`config.mk`:
```
export PLATFORM = sky130hd
export DESIGN_NAME = rel_branch_seq
export DESIGN_NICKNAME = d
export VERILOG_FILES = /design/src/rtl/rbs_pkg.sv /design/src/rtl/rbs_decode.sv /design/src/rtl/rbs_cond.sv /design/src/rtl/rbs_target.sv /design/src/rtl/rbs_push.sv /design/src/rtl/rel_branch_seq.sv
export SDC_FILE = /design/constraint.sdc
export NUM_CORES = 1
export LEC_CHECK = 0
export BUFFER_PORTS_ARGS = -buffer_cell sky130_fd_sc_hd__clkbuf_2
export CAP_MARGIN = 20
export CORE_MARGIN = 1
export CORE_UTILIZATION = 45
export DETAILED_ROUTE_END_ITERATION = 6
export HOLD_SLACK_MARGIN = 0.06
export PLACE_DENSITY = 0.83
export SYNTH_ARGS = -nofsm -noshare
export SYNTH_HDL_FRONTEND = slang
export SYNTH_SLANG_ARGS = --single-unit
```
`constraint.sdc`:
```
create_clock -name clk -period 4.95 [get_ports clk]
set_input_delay 0.99 -clock clk [delete_from_list [all_inputs] [get_ports clk]]
set_output_delay 0.99 -clock clk [all_outputs]
set_load 0.02 [all_outputs]
```
`src/rtl/rbs_pkg.sv`:
```
package rbs_pkg;
  parameter int unsigned PC_W   = 16;
  parameter int unsigned DATA_W = 8;
  parameter int unsigned SP_W   = 8;

  localparam int unsigned RET_BYTES = PC_W / DATA_W;
  localparam int unsigned PH_W      = (RET_BYTES > 1) ? $clog2(RET_BYTES) : 1;

  localparam logic [DATA_W-1:0] OPC_JBIT_CLR = 8'h30;
  localparam logic [DATA_W-1:0] OPC_JCY_CLR  = 8'h50;
  localparam logic [DATA_W-1:0] OPC_JACC_Z   = 8'h60;
  localparam logic [DATA_W-1:0] OPC_JACC_NZ  = 8'h70;
  localparam logic [DATA_W-1:0] OPC_FARJUMP  = 8'h02;
  localparam logic [DATA_W-1:0] OPC_FARCALL  = 8'h12;

  typedef enum logic [2:0] {
    K_NONE,
    K_BIT_CLR,
    K_CY_CLR,
    K_ACC_Z,
    K_ACC_NZ,
    K_FARJUMP,
    K_FARCALL
  } xfer_kind_e;

  // Sign-extend a relative displacement to PC width.
  function automatic logic [PC_W-1:0] sext_disp(input logic [DATA_W-1:0] d);
    return {{(PC_W-DATA_W){d[DATA_W-1]}}, d};
  endfunction

  // Advance a PC by an instruction length, modulo 2^PC_W.
  function automatic logic [PC_W-1:0] pc_step(input logic [PC_W-1:0] pc,
                                              input logic [1:0] len);
    return pc + PC_W'(len);
  endfunction

  // Advance a stack pointer, modulo 2^SP_W.
  function automatic logic [SP_W-1:0] sp_step(input logic [SP_W-1:0] sp,
                                              input int unsigned k);
    return sp + SP_W'(k);
  endfunction
endpackage

```
`src/rtl/rbs_decode.sv`:
```
module rbs_decode
  import rbs_pkg::*;
(
  input  logic [DATA_W-1:0] opcode,
  output xfer_kind_e        kind,
  output logic [1:0]        ilen,
  output logic              disp_late
);
  always_comb begin
    kind      = K_NONE;
    ilen      = 2'd0;
    disp_late = 1'b0;
    unique case (opcode)
      OPC_JBIT_CLR: begin kind = K_BIT_CLR; ilen = 2'd3; disp_late = 1'b1; end
      OPC_JCY_CLR:  begin kind = K_CY_CLR;  ilen = 2'd2; end
      OPC_JACC_Z:   begin kind = K_ACC_Z;   ilen = 2'd2; end
      OPC_JACC_NZ:  begin kind = K_ACC_NZ;  ilen = 2'd2; end
      OPC_FARJUMP:  begin kind = K_FARJUMP; ilen = 2'd3; end
      OPC_FARCALL:  begin kind = K_FARCALL; ilen = 2'd3; end
      default:      begin kind = K_NONE;    ilen = 2'd0; end
    endcase
  end
endmodule

```
`src/rtl/rbs_cond.sv`:
```
module rbs_cond
  import rbs_pkg::*;
(
  input  xfer_kind_e        kind,
  input  logic              carry,
  input  logic [DATA_W-1:0] acc,
  input  logic              bit_val,
  output logic              cond_hold
);
  logic acc_is_zero;
  assign acc_is_zero = ~|acc;

  always_comb begin
    unique case (kind)
      K_BIT_CLR: cond_hold = ~bit_val;
      K_CY_CLR:  cond_hold = ~carry;
      K_ACC_Z:   cond_hold = acc_is_zero;
      K_ACC_NZ:  cond_hold = ~acc_is_zero;
      K_FARJUMP,
      K_FARCALL: cond_hold = 1'b1;
      default:   cond_hold = 1'b0;
    endcase
  end
endmodule

```
`src/rtl/rbs_target.sv`:
```
module rbs_target
  import rbs_pkg::*;
(
  input  xfer_kind_e        kind,
  input  logic [1:0]        ilen,
  input  logic              disp_late,
  input  logic [PC_W-1:0]   pc,
  input  logic [DATA_W-1:0] b1,
  input  logic [DATA_W-1:0] b2,
  input  logic              cond_hold,
  output logic [PC_W-1:0]   seq_pc,
  output logic [PC_W-1:0]   dest_pc
);
  logic [DATA_W-1:0] disp;
  logic [PC_W-1:0]   abs_pc;
  logic [PC_W-1:0]   rel_pc;

  assign seq_pc = pc_step(pc, ilen);
  assign disp   = disp_late ? b2 : b1;
  assign rel_pc = seq_pc + sext_disp(disp);
  assign abs_pc = PC_W'({b1, b2});

  always_comb begin
    unique case (kind)
      K_BIT_CLR, K_CY_CLR, K_ACC_Z, K_ACC_NZ: dest_pc = cond_hold ? rel_pc : seq_pc;
      K_FARJUMP, K_FARCALL:                   dest_pc = abs_pc;
      default:                                dest_pc = pc;
    endcase
  end
endmodule

```
`src/rtl/rbs_push.sv`:
```
module rbs_push
  import rbs_pkg::*;
(
  input  logic              clk,
  input  logic              rst_n,
  input  logic              active,
  input  logic [PH_W-1:0]   phase,
  input  logic [SP_W-1:0]   sp,
  input  logic [PC_W-1:0]   ret_pc,
  output logic              we,
  output logic [SP_W-1:0]   addr,
  output logic [DATA_W-1:0] wdata,
  output logic [SP_W-1:0]   sp_final
);
  logic [DATA_W-1:0] lane [RET_BYTES];

  // Byte lanes of the return address, least significant first.
  for (genvar g = 0; g < RET_BYTES; g++) begin : g_lane
    assign lane[g] = ret_pc[g*DATA_W +: DATA_W];
  end

  assign we       = active;
  assign addr     = sp + SP_W'(phase) + SP_W'(1);
  assign wdata    = lane[phase];
  assign sp_final = sp_step(sp, RET_BYTES);

  // pushes go to consecutive addresses on consecutive cycles
  assert_push_consecutive_R8: assert property (@(posedge clk) disable iff (!rst_n)
    (we && phase == PH_W'(0)) |=> (we && addr == SP_W'($past(addr) + SP_W'(1))));
endmodule

```
`src/rtl/rel_branch_seq.sv`:
```
module rel_branch_seq
  import rbs_pkg::*;
(
  input  logic              clk,
  input  logic              rst_n,
  input  logic              instr_valid,
  input  logic [7:0]        opcode,
  input  logic [7:0]        op_b1,
  input  logic [7:0]        op_b2,
  input  logic [15:0]       pc_in,
  input  logic              carry,
  input  logic [7:0]        acc,
  input  logic              bit_val,
  input  logic [7:0]        sp_in,
  output logic              busy,
  output logic              done,
  output logic [15:0]       pc_next,
  output logic              taken,
  output logic [7:0]        sp_out,
  output logic              stk_we,
  output logic [7:0]        stk_addr,
  output logic [7:0]        stk_wdata
);
  localparam logic [PH_W-1:0] LAST_PH = PH_W'(RET_BYTES - 1);

  logic [DATA_W-1:0] r_op, r_b1, r_b2, r_acc;
  logic [PC_W-1:0]   r_pc;
  logic [SP_W-1:0]   r_sp;
  logic              r_cy, r_bit;
  logic [PH_W-1:0]   phase;
  logic              accept;

  xfer_kind_e        kind;
  logic [1:0]        ilen;
  logic              disp_late;
  logic              cond_hold;
  logic [PC_W-1:0]   seq_pc, dest_pc;
  logic [SP_W-1:0]   sp_final;
  logic              is_call;

  assign accept = instr_valid && !busy;

  always_ff @(posedge clk or negedge rst_n) begin
    if (!rst_n) begin
      busy  <= 1'b0;
      phase <= '0;
      r_op  <= '0;
      r_b1  <= '0;
      r_b2  <= '0;
      r_acc <= '0;
      r_pc  <= '0;
      r_sp  <= '0;
      r_cy  <= 1'b0;
      r_bit <= 1'b0;
    end else if (accept) begin
      busy  <= 1'b1;
      phase <= '0;
      r_op  <= opcode;
      r_b1  <= op_b1;
      r_b2  <= op_b2;
      r_acc <= acc;
      r_pc  <= pc_in;
      r_sp  <= sp_in;
      r_cy  <= carry;
      r_bit <= bit_val;
    end else if (busy) begin
      if (phase == LAST_PH) busy <= 1'b0;
      else                  phase <= phase + PH_W'(1);
    end
  end

  rbs_decode u_decode (
    .opcode    (r_op),
    .kind      (kind),
    .ilen      (ilen),
    .disp_late (disp_late)
  );

  rbs_cond u_cond (
    .kind      (kind),
    .carry     (r_cy),
    .acc       (r_acc),
    .bit_val   (r_bit),
    .cond_hold (cond_hold)
  );

  rbs_target u_target (
    .kind      (kind),
    .ilen      (ilen),
    .disp_late (disp_late),
    .pc        (r_pc),
    .b1        (r_b1),
    .b2        (r_b2),
    .cond_hold (cond_hold),
    .seq_pc    (seq_pc),
    .dest_pc   (dest_pc)
  );

  assign is_call = busy && (kind == K_FARCALL);

  rbs_push u_push (
    .clk      (clk),
    .rst_n    (rst_n),
    .active   (is_call),
    .phase    (phase),
    .sp       (r_sp),
    .ret_pc   (seq_pc),
    .we       (stk_we),
    .addr     (stk_addr),
    .wdata    (stk_wdata),
    .sp_final (sp_final)
  );

  assign done    = busy && (phase == LAST_PH);
  assign pc_next = dest_pc;
  assign taken   = done && cond_hold;
  assign sp_out  = (kind == K_FARCALL) ? sp_final : r_sp;

  // the first busy cycle is always followed by completion
  assert_done_follows_R1: assert property (@(posedge clk) disable iff (!rst_n)
    (busy && !done) |=> done);
  // the block returns to idle right after completion
  assert_idle_after_done_R1: assert property (@(posedge clk) disable iff (!rst_n)
    done |=> !busy);
  // only a decoded long call drives the stack
  assert_we_call_only_R10: assert property (@(posedge clk) disable iff (!rst_n)
    stk_we |-> (busy && kind == K_FARCALL));
  // the final stack pointer is the last written address
  assert_final_sp_R9: assert property (@(posedge clk) disable iff (!rst_n)
    (done && stk_we) |-> (sp_out == stk_addr));
  // nothing is reported while idle
  assert_idle_quiet_R12: assert property (@(posedge clk) disable iff (!rst_n)
    !busy |-> (!stk_we && !taken && !done));
endmodule

```
# ---- Word level (Yosys, flattened, before mapping)
# Index checks and enable logic that the tools add are counted.
dict set report word_totals {
  register_bits 60
  inputBits 61
}
dict set report classes {
  add_sub_neg 6
  order_cmp 1
  eq_ne 12
  mux 17
  bitwise 3
  n_reduce_logical 12
}
# operator count
set ops {}
lappend ops {{8-bit 2-to-1 mux} 5}
lappend ops {{16-bit case mux with 2 select lines} 1}
lappend ops {{8-bit by 7-bit == test with 1-bit output, second input constant} 3}
lappend ops {{3-bit case mux with 6 select lines} 1}
lappend ops {{16-bit adder} 1}
lappend ops {{16-bit by 2-bit adder with 16-bit output} 1}
lappend ops {{16-bit 2-to-1 mux} 1}
lappend ops {{3-bit == test, second input constant} 3}
lappend ops {{8-bit by 1-bit adder with 8-bit output} 1}
lappend ops {{8-bit by 1-bit adder with 8-bit output, second input constant} 1}
lappend ops {{8-bit by 2-bit adder with 8-bit output, second input constant} 1}
lappend ops {{8-bit by 2-bit == test with 1-bit output, second input constant} 1}
lappend ops {{8-bit by 5-bit == test with 1-bit output, second input constant} 1}
lappend ops {{8-bit by 6-bit == test with 1-bit output, second input constant} 1}
lappend ops {{8-bit OR reduction} 1}
lappend ops {{1-bit 2-to-1 mux} 7}
lappend ops {{3-bit by 2-bit == test with 1-bit output, second input constant} 2}
lappend ops {{3-bit OR reduction} 2}
lappend ops {{1-bit case mux with 5 select lines} 1}
lappend ops {{1-bit logical AND} 4}
lappend ops {{2-bit case mux with 2 select lines} 1}
lappend ops {{4-bit OR reduction} 1}
lappend ops {{3-bit by 1-bit == test with 1-bit output, second input constant} 1}
lappend ops {{2-bit greater-or-equal comparator, second input constant} 1}
lappend ops {{other kinds (6)} 8}

# ---- Longest topological paths before layout
# Gate-level depths: netlist of the first run.
dict set report depth {
  word_depth 7
  ltp_mapped 22
  ltp_nobuf 19
}

# ---- Modules after synthesis
# A second synthesis of the first run with hierarchy kept.
dict set report unflattened {
  hier_cells 467
  area_unflattened_um2 4814.6
}
# module n_inst cells_each area_per_inst_um2 seq_area_each_um2
set modules_own_cells {}
lappend modules_own_cells {rel_branch_seq 1 142 2426.1 1501.4}
lappend modules_own_cells {rbs_target 1 250 1853.0 0.0}
lappend modules_own_cells {rbs_push 1 42 330.3 0.0}
lappend modules_own_cells {rbs_decode 1 23 138.9 0.0}
lappend modules_own_cells {rbs_cond 1 10 66.3 0.0}

# ---- Least setup slack after synthesis of the first run
# Ideal clock, no wire load.
dict set report synth_timing {
  kind {reg2out}
  from {register r_op[0]}
  to {output port pc_next[13]}
  arrival_time_ns 4.752
  path_slack_ns -0.792
  stages_incl_launch_ff 18
  path_buffers 1
  cell_sequence {dfrtp_1 or4_1 buf_2 nor4_4 or2_2 ha_1 inv_1 fa_1 nor2_1 xor2_1 ha_1 nand3_1 o211ai_1 or4_1 a31oi_1 nor4b_1 nor4_1 o31ai_1}
}
dict set report synth_via {
  elab_chain_len 7
  elab_cells_between_ends 25
  cone_classes {add/sub (2); eq/ne (12); mux (7); reduce/logical (4)}
}
# item line_no
set synth_lines {}
lappend synth_lines {{start, declared} rel_branch_seq.sv:26} ;# logic [DATA_W-1:0] r_op, r_b1, r_b2, r_acc;
lappend synth_lines {{start signal, assigned} rel_branch_seq.sv:58} ;# r_op <= opcode;
lappend synth_lines {{8-bit by 6-bit == test with 1-bit output (tied with other cells)} rbs_decode.sv:13} ;# unique case (opcode)
lappend synth_lines {{3-bit OR reduction (no line) / 3-bit case mux with 6 select lines (equally long branches)} n/a}
lappend synth_lines {{2-bit case mux with 2 select lines / 3-bit == test (equally long branches)} {rbs_decode.sv:13, rbs_cond.sv:14, rbs_target.sv:24}}
lappend synth_lines {{16-bit by 2-bit adder with 16-bit output / 2-bit OR reduction (equally long branches)} {rbs_pkg.sv:34, rbs_cond.sv:14, rbs_target.sv:24}}
lappend synth_lines {{16-bit adder / 1-bit case mux with 5 select lines (equally long branches)} {rbs_target.sv:20, rbs_cond.sv:14}}
lappend synth_lines {{16-bit 2-to-1 mux} rbs_target.sv:25} ;# K_BIT_CLR, K_CY_CLR, K_ACC_Z, K_ACC_NZ: dest_pc = cond_hold ? rel_pc : seq_pc;
lappend synth_lines {{16-bit case mux with 2 select lines (*)} rbs_target.sv:24} ;# unique case (kind)
lappend synth_lines {{end, declared} rel_branch_seq.sv:17} ;# output logic [15:0] pc_next,
# Every way passes the cells marked *; elsewhere a longest branch is shown, timed or not.

# ---- Worst setup path in the final report of the first run
dict set report layout_timing {
  from {register r_op[2]}
  to {output port pc_next[15]}
}
# The elaborated chain is that of the path after synthesis.

==> run summary, run 1 <==
The flow ran to the end, but the final reports show violations. The final reports fail on negative setup slack. The region available for standard cell placement spans 0.00920 sq mm. The later pin in the worst-skew pair is clocked with a latency of 0.34 ns. Count of flip-flops with a built-in enable after synthesis: 0.

For this run, the slowest stage of the critical path takes 0.58 ns. The worst relative slew slack is 30.5%. The HPWL after detailed placement is 9350 um. Measured along the x axis, the die boundary spans 99.2 um. The run gives 0.907 as the global placer's final weighted congestion.

The standard-cell row count was 35. In the routed design, unresolved DRC markers number 0. The worst setup path is launched from a flop. The final critical-path setup slack is -0.866 ns.

Pin placement for this block handled 105 I/O pins. The fmax was 0.172 GHz; the initial antenna violation count was 0. Of all cell types, the one taking the most synthesized area is dfrtp_1. TritonCTS built the clock tree.

In this design, the largest share of critical-path delay is due to simple AND/OR/NAND/NOR gates. The number of buffers created by CTS was 9; the count of buffer and inverter cells on the critical path was 3. The area of the die was 0.00985 sq mm. The post-detailed-route count of antenna-violating nets is 0, and the vias per cell is 5.97. The run gives 0 as the number of failing hold endpoints at the final stage. The terminating pin of the worst hold path was r_acc[6].

Maximum fanout count along the critical path: 4. After clock tree synthesis, the clock-pin slew on the worst setup and hold paths is 0.06 ns. By area the synthesized netlist is led by dfrtp_1, mux2_2, ha_1. Summed over all nets, the switching power comes to 2490 uW. The repair_antennas step left the layout with diodes totalling 0.

Data arrives at the worst endpoint at 4.83 ns. The share of total power in sequential cells came out at 20.0%. The tools report the number of warnings issued by yosys as 0. For this run, the detailed router's first-pass iteration total came to 7.

Source of the worst register-to-register timing path: busy. Of all flip-flops after synthesis, the portion carrying an async set or reset was 100%. The synthesized design contains 60 register bits. Dividing the final minimum period by the clock period gives 118%. For the final setup skew, the log shows 0.00919 ns.

The tools report the type of destination of the critical path as an output pin. For the worst setup path, the data required time is 3.96 ns. The slack of the worst reg-to-reg path is 2.69 ns, and the final cell count without fillers is 716. Setup repair after global routing could not meet its margin everywhere. The compound-gate portion of the synthesized area is 12.7%.

The share of total power consumed by net switching works out to 46.0%. The cell internal power dissipation is 2920 uW. Per report_power, the clock group accounts for 9.7% of the total.

The tools report the launch point of the worst hold path as r_acc[6]. Wires add up to 14300 um. After Yosys synthesis, and, or, nand and nor cells account for 12.9% of the synthesized area. Mean routed wirelength per cell: 20.0 um. The starting density of the core came out at 46.3%.

The tools report the aggregate global routing overflow as 0. The count of cells along the worst hold path is 1, and the peak supply drop is 0.000390 V. The tools report the worst flop-to-flop path endpoint as r_sp[7]. The run gives 684 as the post-placement cell count. Measured along the y axis, the die boundary spans 99.2 um. Synthesis produced a netlist with a net count of 517.

The worst reg2reg path depth is 3. The most used flip-flop cell after synthesis is dfrtp_1. The layout net count is 684, and the buffer depth of the longest clock path is 2. The average instance area after synthesis works out to 9.82 sq um. After Yosys synthesis, XOR and XNOR cells account for 8.03% of the synthesized area. The signal on the critical path passes through or4_4 > buf_6 > nor2_4 > or2_4 > ha_4 > inv_2 > fa_2 > nor3_4 > nand4_1 > xnor2_2 > ha_4 > a21oi_2 > o21ai_2 > a21o_1 > a41oi_2 > xnor2_2 > o21a_1 > o31ai_4 > clkbuf_8.

The synthesized netlist occupies a cell area of 0.00425 sq mm. The area share of the largest cell type after synthesis came out at 35.3%. The logs give 70.2% for the relative contribution of combinational cells to total power and 35.3% for the sequential cell area fraction in the yosys report. The run gives 12 as the setup violation total in the final timing report. The logs give 55 for the number of library cell types mapped by synthesis and 433 for the instance count of the mapped netlist. At the pin with the least slew margin, the transition time is 1.04 ns. In this run the tool buffered the top-level ports with 104 buffer cells. The total power divided by cell area is 881 mW/mm^2, and the maximum number of pins on one net before global-route repair is 61. The H-tree generated during clock tree synthesis spans 3 levels. The critical path's slowest cell was or4_4. Wire length of the first global-routing pass: 20900 um. The setup path with the least slack is of type reg2out. After Yosys synthesis, full adders, half adders and majority gates account for 7.12% of the synthesized area. Max-cap violations in this run came to 0.

The number of global-route vias before repair came out at 4136. For the cell leakage power, the log shows 0.00287 uW. Initial detailed-routing violation count: 464.

The class of the tightest hold or removal check was reg2reg. Largest family of logic cells by synthesized area: multiplexers. The share of cells above drive strength 1 came out at 54.4%. The share of synthesized area spent on multiplexers was 19.3%; the worst setup slack after placement was -0.431 ns. Detailed routing inserted a total of 4272 vias. The max-slew violation count is 0, and the post-synthesis to final-layout area growth is 44.4%. Clock root buffer: clkbuf_8. The tools report the clock sink count as 60. After filler insertion, the fill cell instance count of the layout stands at 639. Hold repair after CTS inserted 0 buffers. Global routing used 27.5% of the available tracks across all layers. The worst path needs 5.82 ns of the cycle, external delays included.
## state kept, by name, summed over array words and instances, names as in the netlist
name and count:
r_pc 16, r_sp 8, busy 1, r_acc 8, r_bit 1, phase 1, r_op 8, r_b1 8
r_cy 1, r_b2 8
## per-stage QoR
step                      utilization, %  total power [uW]  setup TNS (ns)  instance area [sq um]  hold WS [ns]
after CTS                           63.9              4950           -5.16                   5870         0.509
after detailed placement            58.3              4110           -2.60                   5360         0.492
final                               66.8              5410           -6.28                   6140         0.505
after global placement              58.3              4000           -1.94                   5360         0.482
after global routing                66.8              5690           -7.57                   6140         0.527
after floorplan                        -              3000           -2.16                   4380         0.472
## timing repair
| item | 4_1_cts | 5_1_grt |
|---|---|---|
| setup buffers | 11 | 6 |
| endpoints found under the setup margin | 12 | 13 |
| gates cloned | 0 | 0 |
| hold endpoints to repair | 0 | 0 |
| pin swaps | 26 | 27 |
| resized for setup | 39 | 49 |
## worst register-to-register path, delay by kind of cell, from the launching register on
kind | cells | cell delay [ns]
muxes | 1 | 0.39
and+or+nand+nor | 1 | 0.84
DFF | 1 | 0.47
buffers and inverters | 1 | 0.45
## synthesized netlist by cell type, drive strengths merged (3+ instances only)
cell and number:
mux2 62, dfrtp 60, nor2 33, o21ai 30, nand2 26, xnor2 25
ha 21, inv 20, clkbuf 18, xor2 14, a21oi 13, a22oi 13
nand3 13, mux2i 12, nor2b 8, buf 7, a21o 4, nor3 4
or4 4, a222oi 3, and2 3, nand2b 3, nand4 3, nor4 3
## cell usage in the layout, fill, tap and decap left out, types with 12 or more instances in the layout
master / count
clkbuf_8: 14
a22oi_1: 13
dfrtp_1: 60
nand2_1: 22
o21ai_0: 12
inv_1: 19
nor2_1: 29
clkbuf_2: 93
ha_1: 14
mux2i_1: 12
buf_4: 76
mux2_2: 60
xnor2_1: 18
## routing by layer
| metal | vias up | routed length [um] | track usage (%) |
|---|---|---|---|
| met5 | - | 0 | 0 |
| met4 | 0 | 565 | 11.2 |
| met3 | 59 | 1160 | 5.13 |
| met2 | 281 | 7090 | 46.4 |
| met1 | 2057 | 5520 | 34.7 |
| li1 | 1875 | - | - |
## power groups by stage
stage	sequential, uW	combinational [uW]	clock, uW
3_3_place_gp	1010	2990	0
5_1_grt	1100	4030	560
3_5_place_dp	1030	3080	0
4_1_cts	1040	3380	529
2_1_floorplan	907	2100	0
6_report	1080	3800	527
## cells by family (layout without fill, tap and decap cells)
group | count (synthesis) | in the layout
multiplexers | 74 | 74
AO/OA/AOI/OAI | 82 | 82
AND/OR/NAND/NOR | 110 | 110
adder cells (fa/ha/maj) | 23 | 23
XOR/XNOR | 39 | 39
buffers and inverters | 45 | 217
flip-flops | 60 | 60
## worst max path at each step
stage	startpoint	endpoint	cells past startpoint
after floorplan	r_op[0]	pc_next[13]	17
after global placement	r_op[0]	pc_next[13]	17
after detailed placement	r_op[0]	pc_next[13]	17
after CTS	r_op[3]	pc_next[15]	18
after global routing	r_op[0]	pc_next[15]	19
final	r_op[2]	pc_next[15]	19
## final cells by class
class                      count  area [sq um]  area share (%)
timing repair buffer         181          1180            19.3
multi-input combinational    328          3010            49.0
clock inverter                 5           100            1.63
tap                          111           139            2.26
clock buffer                  11           131            2.14
sequential                    60          1500            24.4
inverter                      20          75.1            1.22
Power figures use the tool's default switching activity.
==> run 2, diff against run 1 <==
Settings changed: CORE_UTILIZATION 45 to 40, PLACE_DENSITY 0.83 to 0.75, RECOVER_POWER set to 25, SYNTH_HIERARCHICAL set to 1.
==> run 2 against run 1 <==
Effect of this change: the flow finishes with violations (design-rule violations, max-capacitance violations, max-slew violations, negative setup slack); worst hold slack lost 0.0072 ns; core utilization shrank 11 points; clock skew shrank 0.0047 ns; critical path depth shrank 2; sequential share of layout area shrank 0.97 points; register-to-register slack gained 0.16 ns; first-iteration DRC count shrank 23%; critical endpoint unchanged.
==> run summary, run 2 <==
In this run the critical register-to-register path is launched from busy. The worst reg2reg path depth is 3 (unchanged). The tools report the critical path data required time as 3.96 ns (about the same). The worst setup path is captured at an output pin. The DRC violation count after routing was 3 (+3); the final critical-path setup slack was -0.544 ns (+0.323 ns). For the net count after synthesis, the log shows 550 (+6.4%). The average instance area after synthesis works out to 10.3 sq um (+4.9%).

By count the netlist is led by mux2_2, dfrtp_1, nand2_1. For the global routing usage summed across all routing layers, the log shows 22.9% (-4.6 points). The worst flop-to-flop path endpoint is r_b1[3].

The tree is rooted in a clkbuf_16. Share of synthesized flip-flops with an asynchronous set or reset: 100% (unchanged). For the global placer's final weighted congestion, the log shows 0.920 (+1.5%).

The terminating pin of the worst hold path is r_acc[6]. The tools report the number of global-route vias before repair as 4520 (+9.3%). Leaving out fill and tap cells, the most frequent cell in the layout is clkbuf_2. The total wirelength of the detailed-routed design was 13700 um (-4.6%). The instance count of the mapped netlist was 467 (+7.9%).

The post-route minimum period was 5.49 ns (-0.323 ns). The number of input and output port buffers inserted came out at 104 (unchanged). The final reports fail on design-rule violations, max-capacitance violations, max-slew violations, negative setup slack. The total of fill cells in the finished design is 955 (+49%), and the initial antenna violation count is 0 (unchanged).

mux2_2 is the most common cell in the netlist. For the aggregate global routing overflow, the log shows 0 (unchanged). Critical path launch point type: a flop. The maximum fanout count along the critical path was 4 (unchanged). The number of failing hold endpoints at the final stage was 0 (unchanged); the post-detailed-route count of antenna-violating nets was 0 (unchanged). The fmax was 0.182 GHz (+5.9%); the peak supply drop was 0.000305 V (-22%). The tools report the utilization after layout as 55.3% (-11 points).

The most used flip-flop cell after synthesis is dfrtp_1. The number of library cell types mapped by synthesis was 68 (+24%); the die width was 112 um (+13%). The count of flip-flops with a built-in enable after synthesis works out to 0 (unchanged).

The flow ran to the end, but the final reports show violations. The run gives 41.6% (-4.6 points) as the starting density of the core. The final setup skew is 0.00451 ns (-0.00468 ns), and the mean routed wirelength per cell is 17.8 um (-11%). The core region area was 0.0116 sq mm (+26%).

Clock insertion delay at the later pin of the skew report: 0.32 ns (-0.02 ns). The source of the critical timing path was r_op[2]. The vias per cell is 5.59 (-6.3%), and the standard-cell row count is 39 (+11%). Wire length of the first global-routing pass: 22500 um (+7.9%). The number of flip-flops in the largest register came out at 16 (unchanged). Overall die height: 112 um (+13%).

The run gives 3 (unchanged) as the H-tree level count. The initial detailed-routing violation count was 359 (-23%). The antenna cell count is 0 (unchanged), and the synthesized area is 0.00481 sq mm (+13%).

The buffer depth of the longest clock path was 2 (unchanged). The count of cells along the worst hold path is 1 (unchanged). For the maximum number of pins on one net before global-route repair, the log shows 44 (-28%). The startpoint identified for the worst hold timing path is r_acc[6].

The number of top-level design ports was 105 (unchanged); the via count of the routed design was 4305 (+0.77%). The pin slew with the least headroom to its limit is 2.31 ns (+1.27 ns). The cell leakage power is 0.00289 uW (+0.93%), and the post-synthesis to final-layout area growth is 32.8%. The tightest min-delay check is of the reg2reg type.

The area of the die came out at 0.0125 sq mm (+27%). The area share of the largest cell type after synthesis was 31.2% (-4.1 points); the layout net count was 706 (+3.2%). For the max-slew violation count, the log shows 44 (+44).

The clock sink count was 60 (unchanged); the worst relative slew slack was -53.7% (-84 points). The number of buffers created by CTS was 9 (unchanged); the total power divided by cell area was 841 mW/mm^2 (-4.5%). In the layout the commonest cells are clkbuf_2, mux2_2, buf_4. The flip-flop and latch count after synthesis is 60 (unchanged).

TritonCTS built the clock tree. Ranked by flip-flop count, first place goes to r_pc. The logs give 7 (unchanged) for the iteration count of the initial detailed-routing pass and 6 (+6) for the number of warnings issued by yosys.

The final critical-path share of the clock period was 111% (-6.5 points). The largest total area in the synthesized netlist belongs to dfrtp_1. The max capacitance violation total is 1 (+1), and the setup violation total in the final timing report is 10 (-2).

The cts-stage hold buffer count came out at 0 (unchanged). The worst setup path is of the reg2out kind. Sequential cell area fraction in the yosys report: 31.2% (-4.1 points). For the slack of the worst reg-to-reg path, the log shows 2.85 ns (+0.16 ns). In the post-synthesis netlist, the biggest area contributors are dfrtp_1, mux2_2, mux2_4. The HPWL after detailed placement is 10200 um (+8.9%). The share of cells above drive strength 1 came out at 51.0% (-3.3 points).

The tools report the data arrival time at the worst-slack endpoint as 4.50 ns (-0.33 ns). Setup repair after global routing could not meet its margin everywhere. The total chip power is 5380 uW (-0.59%), and the clock transition at the register clock pins on the worst setup and hold paths after CTS is 0.05 ns (about the same).
==> run 2: changes by cell type in the layout (fill, tap and decap cells not counted), sizes merged, moves of 5 or more <==
cell    previous run  this run
a21oi             13        20
buf               83        64
nor2              33        27
o21ai             30        18
o22ai              0        10
a22oi             13         2
nand4              3         8
o211ai             1         6
mux2              62        85
clkbuf           109       116
a31oi              2         7
==> run 2: layer usage <==
layer | share of wire (%) | GRT usage, % | vias to the layer above
met3 | 5.8 | 3.76 | 31
met5 | 0 | 0 | -
li1 | - | - | 2009
met4 | 3.2 | 10.5 | 0
met2 | 48 | 37.3 | 174
met1 | 43 | 29.6 | 2091
==> run 2: how the worst max path moves through the flow <==
| stage | to | slack, ns | cells after the start |
|---|---|---|---|
| 6_report | pc_next[15] | -0.54 | 17 |
| 5_1_grt | pc_next[15] | -0.70 | 17 |
| 4_1_cts | pc_next[15] | -0.52 | 16 |
| 3_5_place_dp | pc_next[8] | -0.32 | 15 |
| 3_3_place_gp | pc_next[8] | -0.18 | 15 |
| 2_1_floorplan | pc_next[8] | 0.003 | 15 |
==> run 2: power by group <==
group          switching, uW  internal, uW  leakage (uW)  total, uW
Combinational           1860          1860       0.00206       3720
Clock                    199           360      0.000135        559
Sequential               359           743      0.000699       1100
==> run 2: cell type report <==
class | count | area, sq um | share of cell area (%)
tap | 143 | 179 | 2.80
clock buffer | 13 | 260 | 4.07
sequential | 60 | 1500 | 23.5
multi-input combinational | 367 | 3310 | 51.7
clock inverter | 2 | 10.0 | 0.156
inverter | 18 | 67.6 | 1.06
timing repair buffer | 167 | 1070 | 16.7
==> run 2: cells by family after synthesis <==
family	synth area share (%)
multiplexers	24.0
AO/OA/AOI/OAI	14.0
XOR/XNOR	8.29
buffers and inverters	3.95
adder cells (fa/ha/maj)	6.24
flip-flops	31.2
AND/OR/NAND/NOR	12.4
==> run 2: worst max-delay path: stages, from the launching register on <==
cell,delay [ns]
dfrtp_1,0.38
or4_4,0.58
a211oi_2,0.19
ha_2,0.24
fa_2,0.29
nand4_1,0.17
xnor2_2,0.20
ha_1,0.31
nand2_1,0.10
a21oi_4,0.20
a311oi_2,0.07
buf_4,0.16
o41ai_4,0.34
mux2i_1,0.24
nand4_1,0.14
xor2_1,0.23
a22oi_2,0.15
clkbuf_8,0.17
==> run 2: timing repair <==
item,CTS,global route
setup buffers,4,2
setup endpoints to repair,11,11
pin swaps,22,11
gates resized for setup,34,18
==> run 2: through the flow <==
step | area (sq um) | TNS [ns] | setup WS [ns] | std cells | hold WS, ns
floorplan | 4860 | 0 | 0.00337 | 467 | 0.472
global placement | 5880 | -0.996 | -0.180 | 750 | 0.481
detailed placement | 5880 | -1.65 | -0.316 | 750 | 0.484
CTS | 6320 | -3.84 | -0.518 | 769 | 0.501
global route | 6400 | -5.49 | -0.695 | 770 | 0.514
finish | 6400 | -4.07 | -0.544 | 770 | 0.498
==> run 3, diff against run 2 <==
Settings changed: ABC_CLOCK_PERIOD_IN_PS set to 4950, CELL_PAD_IN_SITES_DETAIL_PLACEMENT set to 0, CELL_PAD_IN_SITES_GLOBAL_PLACEMENT set to 2, CORE_UTILIZATION 40 to 31, PLACE_DENSITY 0.75 to 0.88, SETUP_SLACK_MARGIN set to 0.2.
==> run 3 against run 2 <==
Effect of this change: the flow finishes with violations (max-capacitance violations, max-slew violations, negative setup slack); combinational power grew 4%; worst hold slack gained 0.014 ns; worst setup slack gained 0.12 ns; core utilization shrank 11 points; non-clock buffer count grew 9.
==> run summary, run 3 (same netlist as run 2, synthesis figures left out) <==
The tools report the number of failing hold endpoints at the final stage as 0 (unchanged). The area of the die was 0.0160 sq mm (+28%); the number of flip-flops in the largest register was 16 (unchanged). For the final cell count without fillers, the log shows 825 (+7.1%). TritonCTS built the clock tree.

The final critical-path share of the clock period is 109% (-2.3 points), and the final setup skew is 0.00703 ns (+0.00252 ns). The share of cells above drive strength 1 works out to 52.1% (+1.1 points). The register ranked first by flip-flop count was r_pc. The core region area is 0.0152 sq mm (+31%), and the number of input and output port buffers inserted is 104 (unchanged). Initial detailed-routing violation count: 192 (-47%). The top cell types in the final layout, fill and taps aside, are clkbuf_2, buf_4, mux2_2. The maximum number of pins on one net before global-route repair is 58 (+32%), and the total power divided by cell area is 849 mW/mm^2 (+0.89%). Post-placement cell count: 790 (+5.3%). The buffer depth of the longest clock path came out at 2 (unchanged).

The worst relative slew slack came out at -56.9% (-3.2 points). The number of buffers created by CTS was 9 (unchanged); the maximum fanout count along the critical path was 4 (unchanged). The wire length of the first global-routing pass is 22200 um (-1.2%), and the number of top-level design ports is 105 (unchanged).

Traced cell by cell, the critical path runs through or4_4 > a211oi_2 > ha_2 > fa_2 > nand4_1 > xnor2_2 > ha_1 > buf_6 > and4_4 > a2111oi_4 > buf_4 > o41ai_4 > mux2i_1 > nand4_1 > xor2_1 > a22oi_2 > buf_6. The mean routed wirelength per cell is 16.8 um (-5.6%). Pin slew with the least headroom to its limit: 2.35 ns (+0.0482 ns). The overall die height is 127 um (+13%). The utilization after layout was 43.8% (-11 points).

The highest cell delay on the worst timing path works out to 0.55 ns (-0.03 ns). The clock transition at the register clock pins on the worst setup and hold paths after CTS works out to 0.05 ns (about the same). The run finished, with violations left. The cell leakage power came out at 0.00297 uW (+2.6%). Setup repair after global routing could not meet its margin everywhere. The max-slew violation count is 45 (+2.3%). The number of global-route vias before repair came out at 4263 (-5.7%).

For the cts-stage hold buffer count, the log shows 0 (unchanged). The post-detailed-route count of antenna-violating nets came out at 0 (unchanged). The tools report the critical path data required time as 3.96 ns (about the same).

The root buffer cell chosen for the clock tree is clkbuf_16. The run gives 17.8% (-5.1 points) as the global routing usage summed across all routing layers. For the aggregate global routing overflow, the log shows 0 (unchanged).

The die width is 127 um (+13%), and the peak supply drop is 0.000289 V (-5.2%). The critical path is of the reg2out type. The total wirelength of the detailed-routed design was 13800 um (+1.1%). The final critical-path setup slack is -0.429 ns (+0.115 ns), and the vias per cell is 5.00 (-11%).

The class of the tightest hold or removal check was reg2reg. The tools report the max capacitance violation total as 1 (unchanged). The clock insertion delay at the later pin of the skew report is 0.33 ns (about the same), and the post-synthesis to final-layout area growth is 38.3%. The starting density of the core came out at 31.7% (-10 points). The standard-cell row count came out at 45 (+15%).

Layout net count: 715 (+1.3%). The HPWL after detailed placement was 10600 um (+3.9%); the count of buffer and inverter cells on the critical path was 3 (+1). The run gives 3 (unchanged) as the H-tree level count. The cell family contributing the most delay on the critical path is simple AND/OR/NAND/NOR gates. The antenna cell count was 0 (unchanged); the iteration count of the initial detailed-routing pass was 4 (-3).

The post-route minimum period is 5.38 ns (-0.115 ns), and the clock sink count is 60 (unchanged). The via count of the routed design came out at 4124 (-4.2%). The fmax came out at 0.186 GHz (+2.1%).

The critical path launch point type was a flop. The tools report the global placer's final weighted congestion as 0.818 (-11%). The final reports fail on max-capacitance violations, max-slew violations, negative setup slack. For the data arrival time at the worst-slack endpoint, the log shows 4.39 ns (-0.11 ns). STA classifies the critical path endpoint as an output pin. The library cell used most frequently in the layout, excluding fill and tap cells, is clkbuf_2. The initial antenna violation count was 0 (unchanged). The logs give 0 (-3) for the DRC violation count after routing and 10 (unchanged) for the setup violation total in the final timing report. The largest individual stage delay along the critical path comes from the cell or4_4.
[run 3: area by class of cell]
cell class | instances | area, sq um
clock buffers | 11 | 243
repair buffers | 176 | 1160
clock inverters | 5 | 85.1
multi-input cells | 367 | 3360
inverters | 18 | 70.1
flip-flops and latches | 60 | 1500
fillers | 1444 | 8540
well taps | 188 | 235
[run 3: timing repair]
action,CTS,global route
gates resized for setup,47,22
setup buffers,8,11
setup endpoints to repair,11,15
pin swaps,34,12
[run 3: final timing paths]
path                       startpoint          end  slack, ns  cells past startpoint
min in group asynchronous       rst_n      r_b1[3]       0.77                      1
hold reg to reg               r_op[3]      r_op[3]       0.51                      1
max in group asynchronous       rst_n      r_b2[7]       1.48                      2
hold / removal                r_op[3]      r_op[3]       0.51                      1
setup reg to reg                 busy      r_b2[2]       3.03                      3
setup / recovery              r_op[3]  pc_next[15]      -0.43                     17
[run 3: metal layers]
metal	vias up	global-route usage (%)	part of all wire, %
met4	0	5.81	1.3
met5	-	0	0
met2	79	29.9	48
met1	2008	23.3	46
met3	10	2.70	3.9
li1	2027	-	-
[run 3: power breakdown]
group / total (uW) / switching (uW) / internal, uW
combinational: 3870 / 1880 / 1990
sequential: 1100 / 357 / 742
clock: 680 / 225 / 456
[run 3: metrics by stage]
stage | setup TNS (ns) | area (sq um) | total power, uW | setup slack, ns | hold WS (ns)
final | -3.10 | 6660 | 5650 | -0.429 | 0.512
after global routing | -5.47 | 6660 | 6040 | -0.699 | 0.528
after global placement | -0.796 | 5930 | 4400 | -0.141 | 0.482
after floorplan | 0 | 4890 | 3360 | 0.0304 | 0.472
after detailed placement | -1.45 | 5930 | 4460 | -0.252 | 0.490
after CTS | -3.26 | 6520 | 5490 | -0.473 | 0.511
